<file path="config.mk">
export PLATFORM = sky130hd
export DESIGN_NAME = dw_codec_port
export DESIGN_NICKNAME = d
export VERILOG_FILES = /design/src/rtl/dw_port_pkg.sv /design/src/rtl/dw_frame_seq.sv /design/src/rtl/dw_tx_deser.sv /design/src/rtl/dw_rx_ser.sv /design/src/rtl/dw_codec_port.sv
export SDC_FILE = /design/constraint.sdc
export NUM_CORES = 1
export LEC_CHECK = 0
export ABC_AREA = 1
export CORE_MARGIN = 8
export CORE_UTILIZATION = 32
export CTS_CLUSTER_DIAMETER = 60
export DETAILED_ROUTE_END_ITERATION = 8
export PLACE_DENSITY = 0.59
export SETUP_SLACK_MARGIN = 0.5
export SYNTH_ARGS = -nofsm -noshare
export SYNTH_HDL_FRONTEND = slang
export SYNTH_HIERARCHICAL = 1
export SYNTH_SLANG_ARGS = --single-unit
export TNS_END_PERCENT = 20
</file>
<file path="constraint.sdc">
create_clock -name clk -period 2.25 [get_ports clk]
set_input_delay 0.675 -clock clk [delete_from_list [all_inputs] [get_ports clk]]
set_output_delay 0.675 -clock clk [all_outputs]
set_load 0.02 [all_outputs]
</file>
<file path="src/rtl/dw_port_pkg.sv">
package dw_port_pkg;
  typedef enum logic [1:0] {
    ST_IDLE = 2'd0,
    ST_SYNC = 2'd1,
    ST_DATA = 2'd2,
    ST_GAP  = 2'd3
  } seq_st_e;
endpackage

</file>
<file path="src/rtl/dw_frame_seq.sv">
module dw_frame_seq
  import dw_port_pkg::*;
#(
  parameter int WORD_W   = 16,
  parameter int HALF_W   = 8,
  parameter int GAP_CLKS = 4,
  localparam int BIDX_W  = $clog2(WORD_W)
) (
  input  logic              clk,
  input  logic              rst_n,
  input  logic              start,
  input  logic              byte_mode,
  input  logic              sec_req,
  output logic              idle,
  output logic              sync,
  output logic              data,
  output logic              sec,
  output logic              last,
  output logic [BIDX_W-1:0] bidx
);
  localparam int GCNT_W = $clog2(GAP_CLKS + 1);
  localparam logic [BIDX_W-1:0] LAST_IDX  = BIDX_W'(WORD_W - 1);
  localparam logic [BIDX_W-1:0] HALF_IDX  = BIDX_W'(HALF_W - 1);
  localparam logic [GCNT_W-1:0] GAP_LAST  = GCNT_W'(GAP_CLKS - 1);

  seq_st_e             st_q;
  logic                sec_q;
  logic                bm_q;
  logic [BIDX_W-1:0]   bidx_q;
  logic [GCNT_W-1:0]   gcnt_q;

  always_ff @(posedge clk) begin
    if (!rst_n) begin
      st_q   <= ST_IDLE;
      sec_q  <= 1'b0;
      bm_q   <= 1'b0;
      bidx_q <= '0;
      gcnt_q <= '0;
    end else begin
      case (st_q)
        ST_IDLE: if (start) begin
          st_q   <= ST_SYNC;
          sec_q  <= 1'b0;
          bidx_q <= '0;
          bm_q   <= byte_mode;
        end
        ST_SYNC: st_q <= ST_DATA;
        ST_DATA: begin
          if (bidx_q == LAST_IDX) begin
            bidx_q <= '0;
            gcnt_q <= '0;
            st_q   <= sec_q ? ST_IDLE : ST_GAP;
          end else begin
            bidx_q <= bidx_q + 1'b1;
            if (bm_q && bidx_q == HALF_IDX) st_q <= ST_SYNC;
          end
        end
        default: begin
          if (gcnt_q == '0 && !sec_req) begin
            st_q <= ST_IDLE;
          end else if (gcnt_q == GAP_LAST) begin
            st_q  <= ST_SYNC;
            sec_q <= 1'b1;
          end else begin
            gcnt_q <= gcnt_q + 1'b1;
          end
        end
      endcase
    end
  end

  assign idle = (st_q == ST_IDLE);
  assign sync = (st_q == ST_SYNC);
  assign data = (st_q == ST_DATA);
  assign sec  = sec_q;
  assign last = (st_q == ST_DATA) && (bidx_q == LAST_IDX);
  assign bidx = bidx_q;


  sync_single_chk: assert property (@(posedge clk) disable iff (!rst_n)
    sync |=> !sync);


  half_sync_pos_chk: assert property (@(posedge clk) disable iff (!rst_n)
    (sync && bidx != '0) |-> (bm_q && bidx == BIDX_W'(HALF_W)));
endmodule

</file>
<file path="src/rtl/dw_tx_deser.sv">
module dw_tx_deser #(
  parameter int WORD_W = 16,
  parameter int ADC_W  = 14,
  localparam int PAD_W = WORD_W - ADC_W
) (
  input  logic              clk,
  input  logic              rst_n,
  input  logic              tx_line,
  input  logic              data,
  input  logic              sec,
  input  logic              last,
  output logic [ADC_W-1:0]  dac_data,
  output logic              dac_valid,
  output logic [WORD_W-1:0] reg_data,
  output logic              reg_valid,
  output logic              sec_req
);
  logic [WORD_W-1:0] sh_q;
  logic [WORD_W-1:0] nxt;
  logic [ADC_W-1:0]  dac_q;
  logic [WORD_W-1:0] reg_q;
  logic              dac_v_q, reg_v_q, req_q;

  assign nxt = {sh_q[WORD_W-2:0], tx_line};

  always_ff @(posedge clk) begin
    if (!rst_n) begin
      sh_q    <= '0;
      dac_q   <= '0;
      reg_q   <= '0;
      dac_v_q <= 1'b0;
      reg_v_q <= 1'b0;
      req_q   <= 1'b0;
    end else begin
      dac_v_q <= data && last && !sec;
      reg_v_q <= data && last && sec;
      if (data) sh_q <= nxt;
      if (data && last && !sec) begin
        dac_q <= nxt[WORD_W-1:PAD_W];
        req_q <= &nxt[PAD_W-1:0];
      end
      if (data && last && sec) reg_q <= nxt;
    end
  end

  assign dac_data  = dac_q;
  assign dac_valid = dac_v_q;
  assign reg_data  = reg_q;
  assign reg_valid = reg_v_q;
  assign sec_req   = req_q;


  dac_strobe_pulse_chk: assert property (@(posedge clk) disable iff (!rst_n)
    dac_valid |=> !dac_valid);


  reg_strobe_pulse_chk: assert property (@(posedge clk) disable iff (!rst_n)
    reg_valid |=> !reg_valid);
endmodule

</file>
<file path="src/rtl/dw_rx_ser.sv">
module dw_rx_ser #(
  parameter int WORD_W  = 16,
  parameter int ADC_W   = 14,
  localparam int PAD_W  = WORD_W - ADC_W,
  localparam int BIDX_W = $clog2(WORD_W)
) (
  input  logic              clk,
  input  logic              rst_n,
  input  logic              load,
  input  logic [ADC_W-1:0]  adc_data,
  input  logic              aux_in,
  input  logic              data,
  input  logic              sec,
  input  logic [BIDX_W-1:0] bidx,
  output logic              rx_line
);
  localparam logic [BIDX_W-1:0] TOP_IDX = BIDX_W'(WORD_W - 1);

  logic [WORD_W-1:0] word_q;
  logic              aux_q;
  logic [BIDX_W-1:0] sel;

  always_ff @(posedge clk) begin
    if (!rst_n) begin
      word_q <= '0;
      aux_q  <= 1'b0;
    end else begin
      aux_q <= aux_in;
      if (load) word_q <= {adc_data, PAD_W'(0)};
    end
  end

  assign sel     = TOP_IDX - bidx;
  assign rx_line = data && (sec ? aux_q : word_q[sel]);


  pad_zero_chk: assert property (@(posedge clk) disable iff (!rst_n)
    (data && !sec && bidx >= BIDX_W'(ADC_W)) |-> !rx_line);


  aux_relay_chk: assert property (@(posedge clk) disable iff (!rst_n)
    (data && sec) |-> (rx_line == $past(aux_in)));
endmodule

</file>
<file path="src/rtl/dw_codec_port.sv">
module dw_codec_port #(
  parameter int WORD_W   = 16,
  parameter int ADC_W    = 14,
  parameter int HALF_W   = 8,
  parameter int GAP_CLKS = 4
) (
  input  logic              clk,
  input  logic              rst_n,
  input  logic              byte_mode,
  input  logic [ADC_W-1:0]  adc_data,
  input  logic              adc_valid,
  output logic              adc_ready,
  input  logic              tx_line,
  input  logic              aux_in,
  output logic              rx_line,
  output logic              fs_tx,
  output logic              fs_pri,
  output logic              fs_sec,
  output logic [ADC_W-1:0]  dac_data,
  output logic              dac_valid,
  output logic [WORD_W-1:0] reg_data,
  output logic              reg_valid
);
  localparam int BIDX_W = $clog2(WORD_W);
  localparam int GC_W   = $clog2(GAP_CLKS + 2);

  logic              idle, sync, data, sec, last, sec_req, start;
  logic [BIDX_W-1:0] bidx;

  assign start = adc_valid && idle;

  dw_frame_seq #(.WORD_W(WORD_W), .HALF_W(HALF_W), .GAP_CLKS(GAP_CLKS)) u_seq (
    .clk(clk), .rst_n(rst_n), .start(start), .byte_mode(byte_mode),
    .sec_req(sec_req), .idle(idle), .sync(sync), .data(data), .sec(sec),
    .last(last), .bidx(bidx)
  );

  dw_tx_deser #(.WORD_W(WORD_W), .ADC_W(ADC_W)) u_deser (
    .clk(clk), .rst_n(rst_n), .tx_line(tx_line), .data(data), .sec(sec),
    .last(last), .dac_data(dac_data), .dac_valid(dac_valid),
    .reg_data(reg_data), .reg_valid(reg_valid), .sec_req(sec_req)
  );

  dw_rx_ser #(.WORD_W(WORD_W), .ADC_W(ADC_W)) u_ser (
    .clk(clk), .rst_n(rst_n), .load(start), .adc_data(adc_data),
    .aux_in(aux_in), .data(data), .sec(sec), .bidx(bidx), .rx_line(rx_line)
  );

  assign adc_ready = idle;
  assign fs_tx     = sync;
  assign fs_pri    = sync && !sec;
  assign fs_sec    = sync && sec;

  // cycles since the last primary data bit, saturating
  logic [GC_W-1:0] gap_cnt;
  always_ff @(posedge clk) begin
    if (!rst_n) gap_cnt <= GC_W'(GAP_CLKS + 1);
    else if (data && last && !sec) gap_cnt <= '0;
    else if (gap_cnt != GC_W'(GAP_CLKS + 1)) gap_cnt <= gap_cnt + 1'b1;
  end


  sec_gap_len_chk: assert property (@(posedge clk) disable iff (!rst_n)
    (fs_sec && bidx == '0) |-> (gap_cnt == GC_W'(GAP_CLKS)));


  sec_needs_req_chk: assert property (@(posedge clk) disable iff (!rst_n)
    fs_sec |-> sec_req);


  busy_not_ready_chk: assert property (@(posedge clk) disable iff (!rst_n)
    fs_tx |-> !adc_ready);


  ready_drop_chk: assert property (@(posedge clk) disable iff (!rst_n)
    $fell(adc_ready) |-> $past(adc_valid));


  fs_excl_chk: assert property (@(posedge clk) disable iff (!rst_n)
    $onehot0({fs_pri, fs_sec}));
endmodule

</file>
Word-level counts from Yosys, hierarchy flattened
Cells that the tools add are included.
{"block": "totals", "regBits": 74, "inputBits": 20, "out_inout_bits": 37, "elab_cells": 76}
{"block": "classes", "add_sub_neg": 3, "n_lt_le_gt_ge": 1, "n_eq_ne": 11, "n_mux": 21, "n_bitwise": 2, "n_reduce_logical": 25}
{"operator": "two-way mux 2 bit", "n": 6}
{"operator": "logical AND 1 bit", "n": 10}
{"operator": "two-way mux 3 bit", "n": 3}
{"operator": "two-way mux 4 bit", "n": 2}
{"operator": "one-hot mux 4 bit (2 select lines)", "n": 1}
{"operator": "AND reduction 4 bit", "n": 2}
{"operator": "inequality test 2 x 1 -> 1 bit (second input constant)", "n": 3}
{"operator": "one-hot mux 2 bit (3 select lines)", "n": 1}
{"operator": "one-hot mux 3 bit (2 select lines)", "n": 1}
{"operator": "AND reduction 2 bit", "n": 3}
{"operator": "less-than comparator 4 x 5 -> 1 bit (second input constant)", "n": 1}
{"operator": "two-way mux 1 bit", "n": 5}
{"operator": "nonzero test 5 bit", "n": 1}
{"operator": "adder 4 x 1 -> 4 bit (second input constant)", "n": 1}
{"operator": "binary-select mux 1 bit (select 4 bit)", "n": 1}
{"operator": "== test 4 x 3 -> 1 bit (second input constant)", "n": 1}
{"operator": "== test 4 bit (second input constant)", "n": 1}
{"operator": "inequality test 2 bit (second input constant)", "n": 2}
{"operator": "nonzero test 2 bit", "n": 2}
{"operator": "OR reduction 2 bit", "n": 2}
{"operator": "subtractor 4 bit (first input constant)", "n": 1}
{"operator": "adder 3 x 1 -> 3 bit (second input constant)", "n": 1}
{"operator": "== test 3 x 2 -> 1 bit (second input constant)", "n": 1}
{"operator": "zero test 3 bit", "n": 1}
{"operator": "other kinds (8)", "n": 10}

Logic depth before layout (Yosys ltp)
Gate-level depths: netlist of the first run.
{"block": "depth", "depth_word": 5, "depth_mapped": 11, "ltp_nobuf": 11}

Modules after synthesis
Netlist of the first run, hierarchy kept.
{"mod": "dw_tx_deser", "n_inst": 1, "cells_per_inst": 271, "area_per_inst_um2": 1896.8}
{"mod": "dw_frame_seq", "n_inst": 1, "cells_per_inst": 105, "area_per_inst_um2": 725.7}
{"mod": "dw_rx_ser", "n_inst": 1, "cells_per_inst": 102, "area_per_inst_um2": 696.9}
{"mod": "dw_codec_port", "n_inst": 1, "cells_per_inst": 6, "area_per_inst_um2": 25.0}

Least setup slack after synthesis of the first run
Ideal clock, no wire load.
{"block": "synth_timing", "kind": "register -> output", "start": "reg u_seq.bidx_q[0], in the netlist u_seq/bidx[0]", "end": "out rx_line", "t_arrival_ns": 1.086, "slack_ns": 0.489, "path_stages_with_launch": 12, "n_path_buf": 1, "path_cell_list": "dfxtp_1 buf_6 inv_4 nand2_1 nand3_1 nand2_1 nand2_1 nand2_1 nand2_1 nand3_1 nand2_1 inv_1"}
{"block": "synth_via", "elab_chain_cells": 5}
{"item": "start: declaration", "line_no": "dw_frame_seq.sv:29", "text": "logic [BIDX_W-1:0] bidx_q;"}
{"item": "start signal: assignment", "line_no": "dw_frame_seq.sv:54", "text": "bidx_q <= bidx_q + 1'b1;"}
{"item": "subtractor 4 bit", "line_no": "dw_rx_ser.sv:33", "text": "assign sel = TOP_IDX - bidx;"}
{"item": "binary-select mux 1 bit (select 4 bit)", "line_no": "dw_rx_ser.sv:34", "text": "assign rx_line = data && (sec ? aux_q : word_q[sel]);"}
{"item": "two-way mux 1 bit (not written as such)", "line_no": "dw_rx_ser.sv:34"}
{"item": "two-way mux 1 bit", "line_no": "dw_rx_ser.sv:34"}
{"item": "logical AND 1 bit", "line_no": "dw_rx_ser.sv:34"}
{"item": "end: declaration", "line_no": "dw_codec_port.sv:15", "text": "output logic rx_line,"}
No other way between the ends. The select of a mux whose other input is x is not followed.

Worst setup path after layout of the first run
Ends and elaborated chain as after synthesis.

==> run_results.csv, run 1 <==
group,metric,value,unit
clocking,root_buffer,"clkbuf_8",
synthesis,yosysSeqAreaShare,44.3,%
routing,viasPerCell,4.43,
floorplan,die_w,118,um
setup_path,start_kind,"register",
clocking,numCtsBuffers,9,
clocking,postCtsHoldBufs,0,
clocking,cts_buffer_depth,2,
setup_path,crit_path_frequent_cell,"nand3_1",
global_route,antenna_found_initial,0,
synthesis,syn_nets,512,
clocking,cts_tree,"built",
run,maxCapViolations,0,
pwr,vdd_drop_max,0.549,mV
global_route,grt_max_degree,55,
floorplan,start_util,32.7,%
routing,remaining_drc_errors,0,
setup_path,r2r_start,"u_seq/bidx[1]",
floorplan,io_pins,57,
place,port_buffers,56,
routing,detail-route-antenna-nets,0,
global_route,grt_pass1_vias,2961,
floorplan,rows,37,
setup_path,critical_path.cell_chain,"buf_6, nand2_1, nand3_1, nand3_1, nand3_1, nand3_2, nand2_1, inv_2, buf_6",
sta,drv_slew,0,
synthesis,synth_cells,484,
synthesis,synth_cell_types,29,
floorplan,core_area,0.0102,mm2
routing,totalWireLength,8510,um
sta,rsz0062_at_grt,"yes",
setup_path,end_kind,"output port",
routing,drtIter0Drc,162,
setup_path,cp_slowest_cell,"dfxtp_4",
place,placed_area,0.00403,mm2
sta,skew,0.0146,ns
global_route,grt_usage,11.3,%
setup_path,cpPeakStageDelay,0.40,ns
sta,fmax,0.463,GHz
clocking,numClockSinks,74,
global_route,grt_pass1_wl,13400,um
setup_path,worstSetupPathType,"reg -> out",
clocking,clk_latency,0.35,ns
setup_path,critPathArrivalTime,1.48,ns
setup_path,cp.required,1.57,ns
sta,slew_headroom,67.7,%
sta,finalHoldViolCount,0,
finish,drive_above_1_share,16.7,%
finish,fin_nets,585,
routing,vias,3094,
synthesis,yosys_warnings,6,
clocking,path_clk_slew,0.08,ns
synthesis,ys_seq_elements,74,
synthesis,synthesis.area,0.00334,mm2
min_path,min_from,"u_ser/word_q[11]",
floorplan,die_area,0.0140,mm2
finish,insertedDiodeCount,0,
finish,final_area,0.00454,mm2
sta,period_minus_slack,2.16,ns
pwr,leakagePower,2.55,nW
pwr,powerDensity,862,mW/mm2
routing,wl_per_cell,12.2,um
place,dp_hpwl,5270,um
sta,fin_crit_sh,96.0,%
global_route,overflow,0,
finish,syn2layout_area_growth,35.7,%
outcome,outcome,"complete, no violations",
synthesis,avgSynthCellArea,6.91,um2
min_path,hold_path.class,"reg -> reg",
floorplan,die_y,118,um
setup_path,path_max_fanout,6,
clocking,htree_levels,3,
sta,worstMarginPinSlew,0.484,ns
setup_path,regToRegSetupSlack,0.42,ns
place,gp_congestion,0.750,
setup_path,setup.worst_path.start,"u_seq/bidx[0]",
pwr,total_power,0.00391,W
finish,final-instance-count-excl-fill,698,
sta,setup_viol,0,
place,dp.cells,668,
routing,dr.pass1.iters,4,
[flip-flops by register name, indices dropped and copies added (netlist names)]
name / flops
u_ser/aux_q: 1
u_seq/st_q: 2
u_seq/sec: 1
u_deser/dac_data: 14
u_deser/reg_valid: 1
u_deser/sh_q: 15
u_seq/bidx: 4
u_seq/gcnt_q: 3
u_seq/bm_q: 1
u_deser/sec_req: 1
u_deser/reg_data: 16
u_deser/dac_valid: 1
u_ser/word_q: 14
[critical path: cells and delay by family (launching register included)]
family	cells	cell delay, ns
flops	1	0.40
buf+inv	3	0.27
simple gates	6	0.47
[power by group]
group          total [W]  internal [W]  switching, W
sequential       0.00166       0.00151      0.000157
combinational    0.00115      0.000485      0.000669
clock            0.00109      0.000532      0.000560
total            0.00391       0.00252       0.00139
[cells in the mapped netlist]
cell / number / area share, %
nor2_1: 121 / 14
nand2_1: 103 / 12
dfxtp_1: 74 / 44
inv_1: 65 / 7.3
o21ai_0: 20 / 3.0
a21oi_1: 18 / 2.7
nand3_1: 16 / 2.4
o21ai_1: 14 / 2.1
buf_2: 8 / 1.2
ha_1: 8 / 3.0
buf_6: 7 / 2.4
inv_2: 7 / 0.79
nand2_2: 3 / 0.56
buf_4: 2 / 0.45
clkbuf_1: 2 / 0.22
nand3_2: 2 / 0.60
nand3_4: 2 / 1.0
a21boi_0: 1 / 0.22
a22oi_1: 1 / 0.22
clkbuf_2: 1 / 0.15
inv_4: 1 / 0.19
nor2_2: 1 / 0.19
nor2_4: 1 / 0.34
o211ai_2: 1 / 0.37
o21a_1: 1 / 0.22
o21ai_2: 1 / 0.26
o221ai_1: 1 / 0.26
or2_0: 1 / 0.19
xor2_1: 1 / 0.26
[what timing repair did]
action | in CTS | in global routing
endpoints found under the setup margin | 82 | 76
pin swaps | 8 | 8
buffers inserted | 4 | 6
cloned | 0 | 4
resized for setup | 64 | 55
[layer usage]
metal	track usage, %	share of wire (%)	vias up
met5	0	0	-
met4	3.84	1.5	0
met3	3.76	5.0	11
met2	19.5	48	69
met1	12.7	46	1388
li1	-	-	1626
[cells by family (layout without fill, tap and decap cells)]
group | after synthesis | after routing | synth area share [%]
flip-flops | 74 | 74 | 44.3
AND/OR/NAND/NOR | 250 | 254 | 30.5
AO/OA/AOI/OAI | 58 | 58 | 9.35
XOR/XNOR | 1 | 1 | 0.262
adder cells (fa/ha/maj) | 8 | 8 | 2.99
buffers and inverters | 93 | 167 | 12.6
[through the flow]
step | hold WS [ns] | util, % | setup TNS, ns | setup slack [ns]
5_1_grt | 0.475 | 44.3 | -0.0211 | -0.0211
3_3_place_gp | 0.443 | 39.4 | -0.0544 | -0.0544
3_5_place_dp | 0.443 | 39.4 | -0.104 | -0.104
6_report | 0.457 | 44.3 | 0 | 0.0901
2_1_floorplan | 0.428 | - | 0 | 0.524
4_1_cts | 0.455 | 42.3 | 0 | 0.0802
[final timing paths]
kind                         endpoint  cells past startpoint
setup / recovery              rx_line                      9
hold / removal       u_ser/word_q[11]                      2
setup reg to reg  u_deser/reg_data[1]                     10
hold reg to reg      u_ser/word_q[11]                      2
[cell usage in the layout (no fill, tap or decap), drive strengths merged]
| master | count |
|---|---|
| o21ai | 35 |
| nand2 | 106 |
| inv | 77 |
| bufinv | 1 |
| clkdlybuf4s15 | 5 |
| dfxtp | 74 |
| nand3 | 24 |
| clkinvlp | 2 |
| o211ai | 1 |
| a21oi | 18 |
| buf | 28 |
| nor2 | 123 |
| o221ai | 1 |
| o21a | 1 |
| a22oi | 1 |
| clkdlybuf4s50 | 18 |
| dlymetal6s2s | 21 |
| ha | 8 |
| or2 | 1 |
| a21boi | 1 |
| xor2 | 1 |
| dlygate4sd2 | 2 |
| clkbuf | 13 |
[layout make-up]
cell class | count | area [um2]
Clock buffer | 9 | 124
Timing Repair Buffer | 78 | 810
Multi-Input combinational cell | 321 | 1580
Inverter | 73 | 282
Clock inverter | 7 | 82.6
Tap cell | 136 | 170
Sequential cell | 74 | 1490
Fill cell | 1058 | 5690
Note: power is estimated with default switching activity, not from simulation.
==> inputs of run 2 (changes only) <==
--- a/config.mk
+++ b/config.mk
@@ -10,6 +10,7 @@
 export CORE_UTILIZATION = 32
 export CTS_CLUSTER_DIAMETER = 60
 export DETAILED_ROUTE_END_ITERATION = 8
+export GPL_TIMING_DRIVEN = 1
 export PLACE_DENSITY = 0.59
 export SETUP_SLACK_MARGIN = 0.5
 export SYNTH_ARGS = -nofsm -noshare
==> constraint.sdc (replaced) <==
create_clock -name clk -period 2.1 [get_ports clk]
set_input_delay 0.63 -clock clk [delete_from_list [all_inputs] [get_ports clk]]
set_output_delay 0.63 -clock clk [all_outputs]
set_load 0.02 [all_outputs]
==> run 2 against run 1 <==
The flow now finishes with violations (setup timing); first-iteration DRC count increased by 1.9%; clock-buffer cell count increased by 1; routed wire length up 12%; combinational power is 43% higher; worst setup slack lost 0.097 ns; clock skew down 0.0065 ns; hold slack lost 0.0046 ns; power increased by 23%; core utilization is 3.4 points higher; global-route usage grew 1.7 points; die area unchanged; largest cell class unchanged.
==> run_results.csv, run 2 (synthesis results as in run 1) <==
group,metric,value,unit
sta,fin_crit_sh,100,%
pwr,p_seq_share,37.5,%
pwr,clkPwrFrac,28.1,%
routing,dr.pass1.iters,4,
finish,fin_nets,600,
clocking,clk_latency,0.34,ns
floorplan,rows,37,
global_route,grtUsageMet3,4.14,%
sta,fin_tns_setup,-0.00712,ns
clocking,root_buffer,"clkbuf_8",
finish,final_cell_mix,"nor2_1 (103), dfxtp_1 (69), nand2_1 (66)",
clocking,numClockSinks,74,
global_route,grt_pass1_wl,14900,um
setup_path,cp.required,1.47,ns
pwr,p_switching,0.00166,W
setup_path,cpPeakStageDelay,0.40,ns
global_route,antenna_found_initial,0,
pwr,powerDensity,985,mW/mm2
floorplan,die_y,118,um
place,gp_congestion,0.774,
sta,slew_headroom,74.4,%
routing,remaining_drc_errors,0,
pwr,comb_power_share,34.4,%
sta,skew,0.00811,ns
place,dp_worst_setup_slack,-0.149,ns
routing,vias,3223,
sta,finalHoldViolCount,0,
min_path,hold_path.class,"reg -> reg",
floorplan,core_area,0.0102,mm2
sta,period_minus_slack,2.11,ns
clocking,numCtsBuffers,9,
pwr,p_int,0.00314,W
finish,drive_above_1_share,34.8,%
clocking,htree_levels,3,
pwr,total_power,0.00480,W
sta,worstMarginPinSlew,0.383,ns
global_route,busiest_layer,"met2",
run,maxCapViolations,0,
pwr,leakagePower,2.30,nW
global_route,use_met2,21.7,%
global_route,grtUsageMet1,15.7,%
clocking,cts_tree,"built",
floorplan,die_area,0.0140,mm2
sta,drv_slew,0,
setup_path,critPathArrivalTime,1.48,ns
floorplan,start_util,32.7,%
finish,largest_register_ffs,16,
clocking,path_clk_slew,0.08,ns
finish,layout_commonest_cell,"nor2_1",
global_route,grt_max_degree,73,
routing,wl_per_cell,13.4,um
sta,fin_ws,-0.00712,ns
pwr,switching_share,34.6,%
outcome,failed_checks,"setup timing",
finish,insertedDiodeCount,0,
setup_path,end_kind,"output port",
setup_path,critical_path.cell_chain,"inv_6, buf_6, o211ai_2, nand2_1, nand2_1, nand3_2, nand2_2, inv_2, buf_6",
routing,drtIter0Drc,165,
pwr,vdd_drop_max,0.570,mV
global_route,grt_usage,13.0,%
setup_path,worstSetupPathType,"reg -> out",
global_route,overflow,0,
sta,fmax,0.475,GHz
outcome,outcome,"complete, but fails checks",
setup_path,r2r_start,"u_seq/bidx[0]",
setup_path,setup.worst_path.start,"u_seq/bidx[0]",
sta,rsz0062_at_grt,"yes",
setup_path,path_max_fanout,6,
floorplan,io_pins,57,
min_path,min_from,"u_ser/word_q[13]",
routing,detail-route-antenna-nets,0,
place,port_buffers,56,
sta,setup_viol,1,
finish,syn2layout_area_growth,45.9,%
clocking,cts_buffer_depth,2,
global_route,grt_pass1_vias,3095,
routing,totalWireLength,9570,um
setup_path,cp_slowest_cell,"dfxtp_4",
floorplan,die_w,118,um
place,dp_hpwl,5140,um
setup_path,start_kind,"register",
routing,viasPerCell,4.52,
==> run 2: what timing repair did <==
action	4_1_cts	5_1_grt
setup buffers	13	7
gates cloned	8	0
resized for setup	188	109
setup endpoints to repair	100	93
hold buffers	0	0
pin swaps	64	94
hold endpoints to repair	0	0
==> run 2: worst max-delay path, delay by kind of cell, from the launching register on <==
kind,cells,cell delay [ns]
DFF,1,0.40
buffers and inverters,4,0.31
AOI/OAI and AO/OA,1,0.14
and+or+nand+nor,4,0.29
==> run 2: power by group through the flow <==
stage	clock network, W	logic, W	registers (W)
2_1_floorplan	0	0.000781	0.00175
3_3_place_gp	0	0.00102	0.00180
3_5_place_dp	0	0.00104	0.00180
4_1_cts	0.00137	0.00136	0.00178
5_1_grt	0.00146	0.00179	0.00183
6_report	0.00135	0.00165	0.00180
==> run 2: layout make-up <==
type / instances / area [um2]
fill: 1016 / 5350
multi-input combinational: 324 / 1870
sequential: 74 / 1500
timing repair buffer: 90 / 808
inverter: 73 / 293
tap: 136 / 170
clock buffer: 10 / 128
clock inverter: 6 / 114
==> run 2: worst paths after layout <==
kind,end,slack [ns],depth (start not counted)
setup / recovery,rx_line,-0.007,9
hold / removal,u_ser/word_q[13],0.45,2
setup reg to reg,u_deser/dac_data[13],0.22,12
hold reg to reg,u_ser/word_q[13],0.45,2
==> run 2: metrics by stage <==
stage | instance area, um2 | cells | hold slack, ns | utilization (%)
2_1_floorplan | 3350 | 484 | 0.428 | -
3_3_place_gp | 4040 | 669 | 0.444 | 39.5
3_5_place_dp | 4040 | 669 | 0.442 | 39.5
4_1_cts | 4670 | 706 | 0.454 | 45.6
5_1_grt | 4880 | 713 | 0.474 | 47.7
6_report | 4880 | 713 | 0.452 | 47.7
==> run 2: routing by layer <==
metal | up-vias | share of wire [%] | routed length [um]
met5 | - | 0 | 0
met1 | 1469 | 44 | 4210
li1 | 1669 | - | -
met3 | 8 | 5.4 | 517
met2 | 77 | 50 | 4750
met4 | 0 | 0.87 | 83
==> inputs of run 3 (changes only) <==
--- a/config.mk
+++ b/config.mk
@@ -5,7 +5,6 @@
 export SDC_FILE = /design/constraint.sdc
 export NUM_CORES = 1
 export LEC_CHECK = 0
-export ABC_AREA = 1
 export CORE_MARGIN = 8
 export CORE_UTILIZATION = 32
 export CTS_CLUSTER_DIAMETER = 60
==> run 3 against run 2 <==
The run still ends with setup timing left; core utilization shrank 3.1 points; area after synthesis is 3.6% lower; clock power shrank 11%; final cell count down 25%; power shrank 21%; non-clock buffer count shrank 5; first-iteration DRC count down 25%; fmax shrank 5.9%; synthesized cell count decreased by 34%; routed wire length fell by 22%.
==> run_results.csv, run 3 <==
group,metric,value,unit
sta,drv_slew,0,
pwr,vdd_drop_max,0.354,mV
floorplan,die_w,116,um
setup_path,end_kind,"output port",
routing,detail-route-antenna-nets,0,
routing,totalWireLength,7450,um
clocking,path_clk_slew,0.07,ns
synthesis,ys_seq_elements,74,
global_route,grt_pass1_wl,12000,um
clocking,root_buffer,"clkbuf_8",
min_path,holdPathEnd,"u_deser/dac_data[10]",
sta,skew,0.0165,ns
synthesis,synthTopCellsByArea,"dfxtp_1 (46%), mux2i_1 (20%), nand2_1 (6.8%), nor2b_1 (3.5%), ha_1 (3.1%)",
outcome,failed_checks,"setup timing",
sta,fin_tns_setup,-0.140,ns
finish,final-instance-count-excl-fill,536,
finish,fin_nets,427,
place,gp_congestion,0.769,
routing,drtIter0Drc,123,
setup_path,r2r_start,"u_seq/st_q[1]",
floorplan,start_util,33.0,%
synthesis,synth_edf_count,0,
outcome,outcome,"complete, but fails checks",
floorplan,rows,36,
clocking,numCtsBuffers,9,
synthesis,avgSynthCellArea,10.0,um2
synthesis,synth_top_cells_by_count,"dfxtp_1 (74), mux2i_1 (65), nand2_1 (58)",
place,dp.cells,514,
floorplan,io_pins,57,
routing,wl_per_cell,13.9,um
synthesis,yosysSeqAreaShare,45.9,%
finish,drive_above_1_share,30.3,%
finish,utilization,44.6,%
global_route,overflow,0,
sta,setup_viol,1,
setup_path,regToRegSetupSlack,0.47,ns
clocking,numClockSinks,74,
floorplan,core_area,0.00977,mm2
setup_path,rr_endpoint,"u_seq/st_q[1]",
sta,worstMarginPinSlew,0.502,ns
place,dp_worst_setup_slack,-0.252,ns
min_path,min_from,"u_deser/dac_data[10]",
clocking,cts_buffer_depth,2,
floorplan,die_y,116,um
pwr,leakagePower,1.78,nW
sta,fin_ws,-0.140,ns
clocking,cts_tree,"built",
synthesis,synth_cell_types,48,
sta,finalHoldViolCount,0,
place,port_buffers,56,
sta,period_minus_slack,2.24,ns
setup_path,reg2reg_depth,8,
setup_path,cpPeakStageDelay,0.50,ns
sta,rsz0062_at_grt,"yes",
synthesis,synth_top_area_cell,"dfxtp_1",
synthesis,syn_nets,349,
synthesis,ys.flop_type,"dfxtp_1",
global_route,grt_pass1_vias,2466,
global_route,antenna_found_initial,0,
run,maxCapViolations,0,
finish,largest_register_ffs,16,
setup_path,critPathArrivalTime,1.61,ns
synthesis,synthesis.area,0.00322,mm2
pwr,powerDensity,873,mW/mm2
sta,slew_headroom,66.5,%
synthesis,synth_top_area_share,45.9,%
setup_path,cp.required,1.47,ns
sta,fin_crit_sh,107,%
setup_path,worstSetupPathType,"reg -> out",
setup_path,path_max_fanout,3,
min_path,whs_path_depth,2,
global_route,grt_usage,11.2,%
finish,final_cell_mix,"dfxtp_1 (69), mux2i_1 (63), nand2_1 (57)",
clocking,htree_levels,3,
synthesis,yosys_warnings,6,
clocking,clk_latency,0.35,ns
place,dp_hpwl,5240,um
setup_path,start_kind,"register",
finish,layout_commonest_cell,"dfxtp_1",
global_route,grt_max_degree,29,
routing,dr.pass1.iters,4,
synthesis,synthArstFlopShare,0,%
synthesis,synth_cells,321,
finish,syn2layout_area_growth,35.2,%
routing,viasPerCell,4.59,
clocking,postCtsHoldBufs,0,
routing,remaining_drc_errors,0,
setup_path,cp_slowest_cell,"mux4_2",
synthesis,yosysMostFrequentCell,"dfxtp_1",
sta,fmax,0.446,GHz
finish,insertedDiodeCount,0,
min_path,hold_path.class,"reg -> reg",
sta,holdWs,0.459,ns
floorplan,die_area,0.0135,mm2
routing,vias,2462,
setup_path,critical_path.cell_chain,"mux4_2, o2111ai_2, nand2_2, buf_2",
[run 3: cell count changes after synthesis, sizes merged, moves of 5 or more]
cell | before | now
a21oi | 18 | 2
and2 | 0 | 5
mux2i | 0 | 65
buf | 17 | 12
nand3 | 20 | 5
o21ai | 35 | 5
inv | 73 | 8
nor2 | 123 | 17
nor2b | 0 | 18
nand2 | 106 | 59
[run 3: final cells by class]
type / instances / area (um2)
clock buffer: 9 / 124
inverter: 8 / 35.0
sequential: 74 / 1490
timing repair buffer: 85 / 702
multi-input combinational: 221 / 1750
tap: 133 / 166
clock inverter: 6 / 90.1
fill: 973 / 5420
[run 3: cells by family (layout without fill, tap and decap cells)]
group           count (synthesis)  count (layout)  share of synthesized area, %
compound gates                 22              22                          4.89
fa+ha+maj                       8               8                          3.10
buf+inv                        26             108                          5.01
flops                          74              74                          45.9
mux                            67              67                          21.7
simple gates                  124             124                          19.4
[run 3: routing by layer]
metal	share of wire [%]	track usage, %	up-vias
met3	5.8	4.65	9
met2	46	17.8	47
li1	-	-	1250
met5	0	0	-
met1	47	13.2	1156
met4	0.90	3.89	0
[run 3: worst max-delay path by stage]
stage                              from       to  slack, ns  depth (start not counted)
after floorplan           u_seq/bidx[1]  rx_line       0.30                          3
after global placement    u_seq/st_q[0]  rx_line      -0.18                          6
after detailed placement  u_seq/bidx[0]  rx_line      -0.25                          6
after CTS                 u_seq/bidx[1]  rx_line      -0.17                          4
after global routing      u_seq/bidx[0]  rx_line      -0.21                          6
final                     u_seq/bidx[1]  rx_line      -0.14                          4
[run 3: where the power goes]
group	switching [W]	internal, W	total, W
clock network	0.000536	0.000666	0.00120
registers	0.0000433	0.00147	0.00151
logic	0.000513	0.000578	0.00109
[run 3: per-stage QoR]
stage / power, W / instance area (um2)
2_1_floorplan: 0.00206 / 3240
3_3_place_gp: 0.00229 / 4010
3_5_place_dp: 0.00230 / 4010
4_1_cts: 0.00368 / 4240
5_1_grt: 0.00399 / 4360
6_report: 0.00381 / 4360
[run 3: critical path: cells and delay by family, from the launching register on]
| kind | cells | cell delay (ns) |
|---|---|---|
| compound gates | 1 | 0.18 |
| mux | 1 | 0.50 |
| flops | 1 | 0.36 |
| simple gates | 1 | 0.07 |
| buf+inv | 1 | 0.16 |
[run 3: what timing repair did]
action                                  CTS  global route
endpoints found under the setup margin   95            64
endpoints found under the hold margin     0             0
resized for setup                       170            38
pin swaps                                 1            17
setup buffers                             1             4
cloned                                    0             2
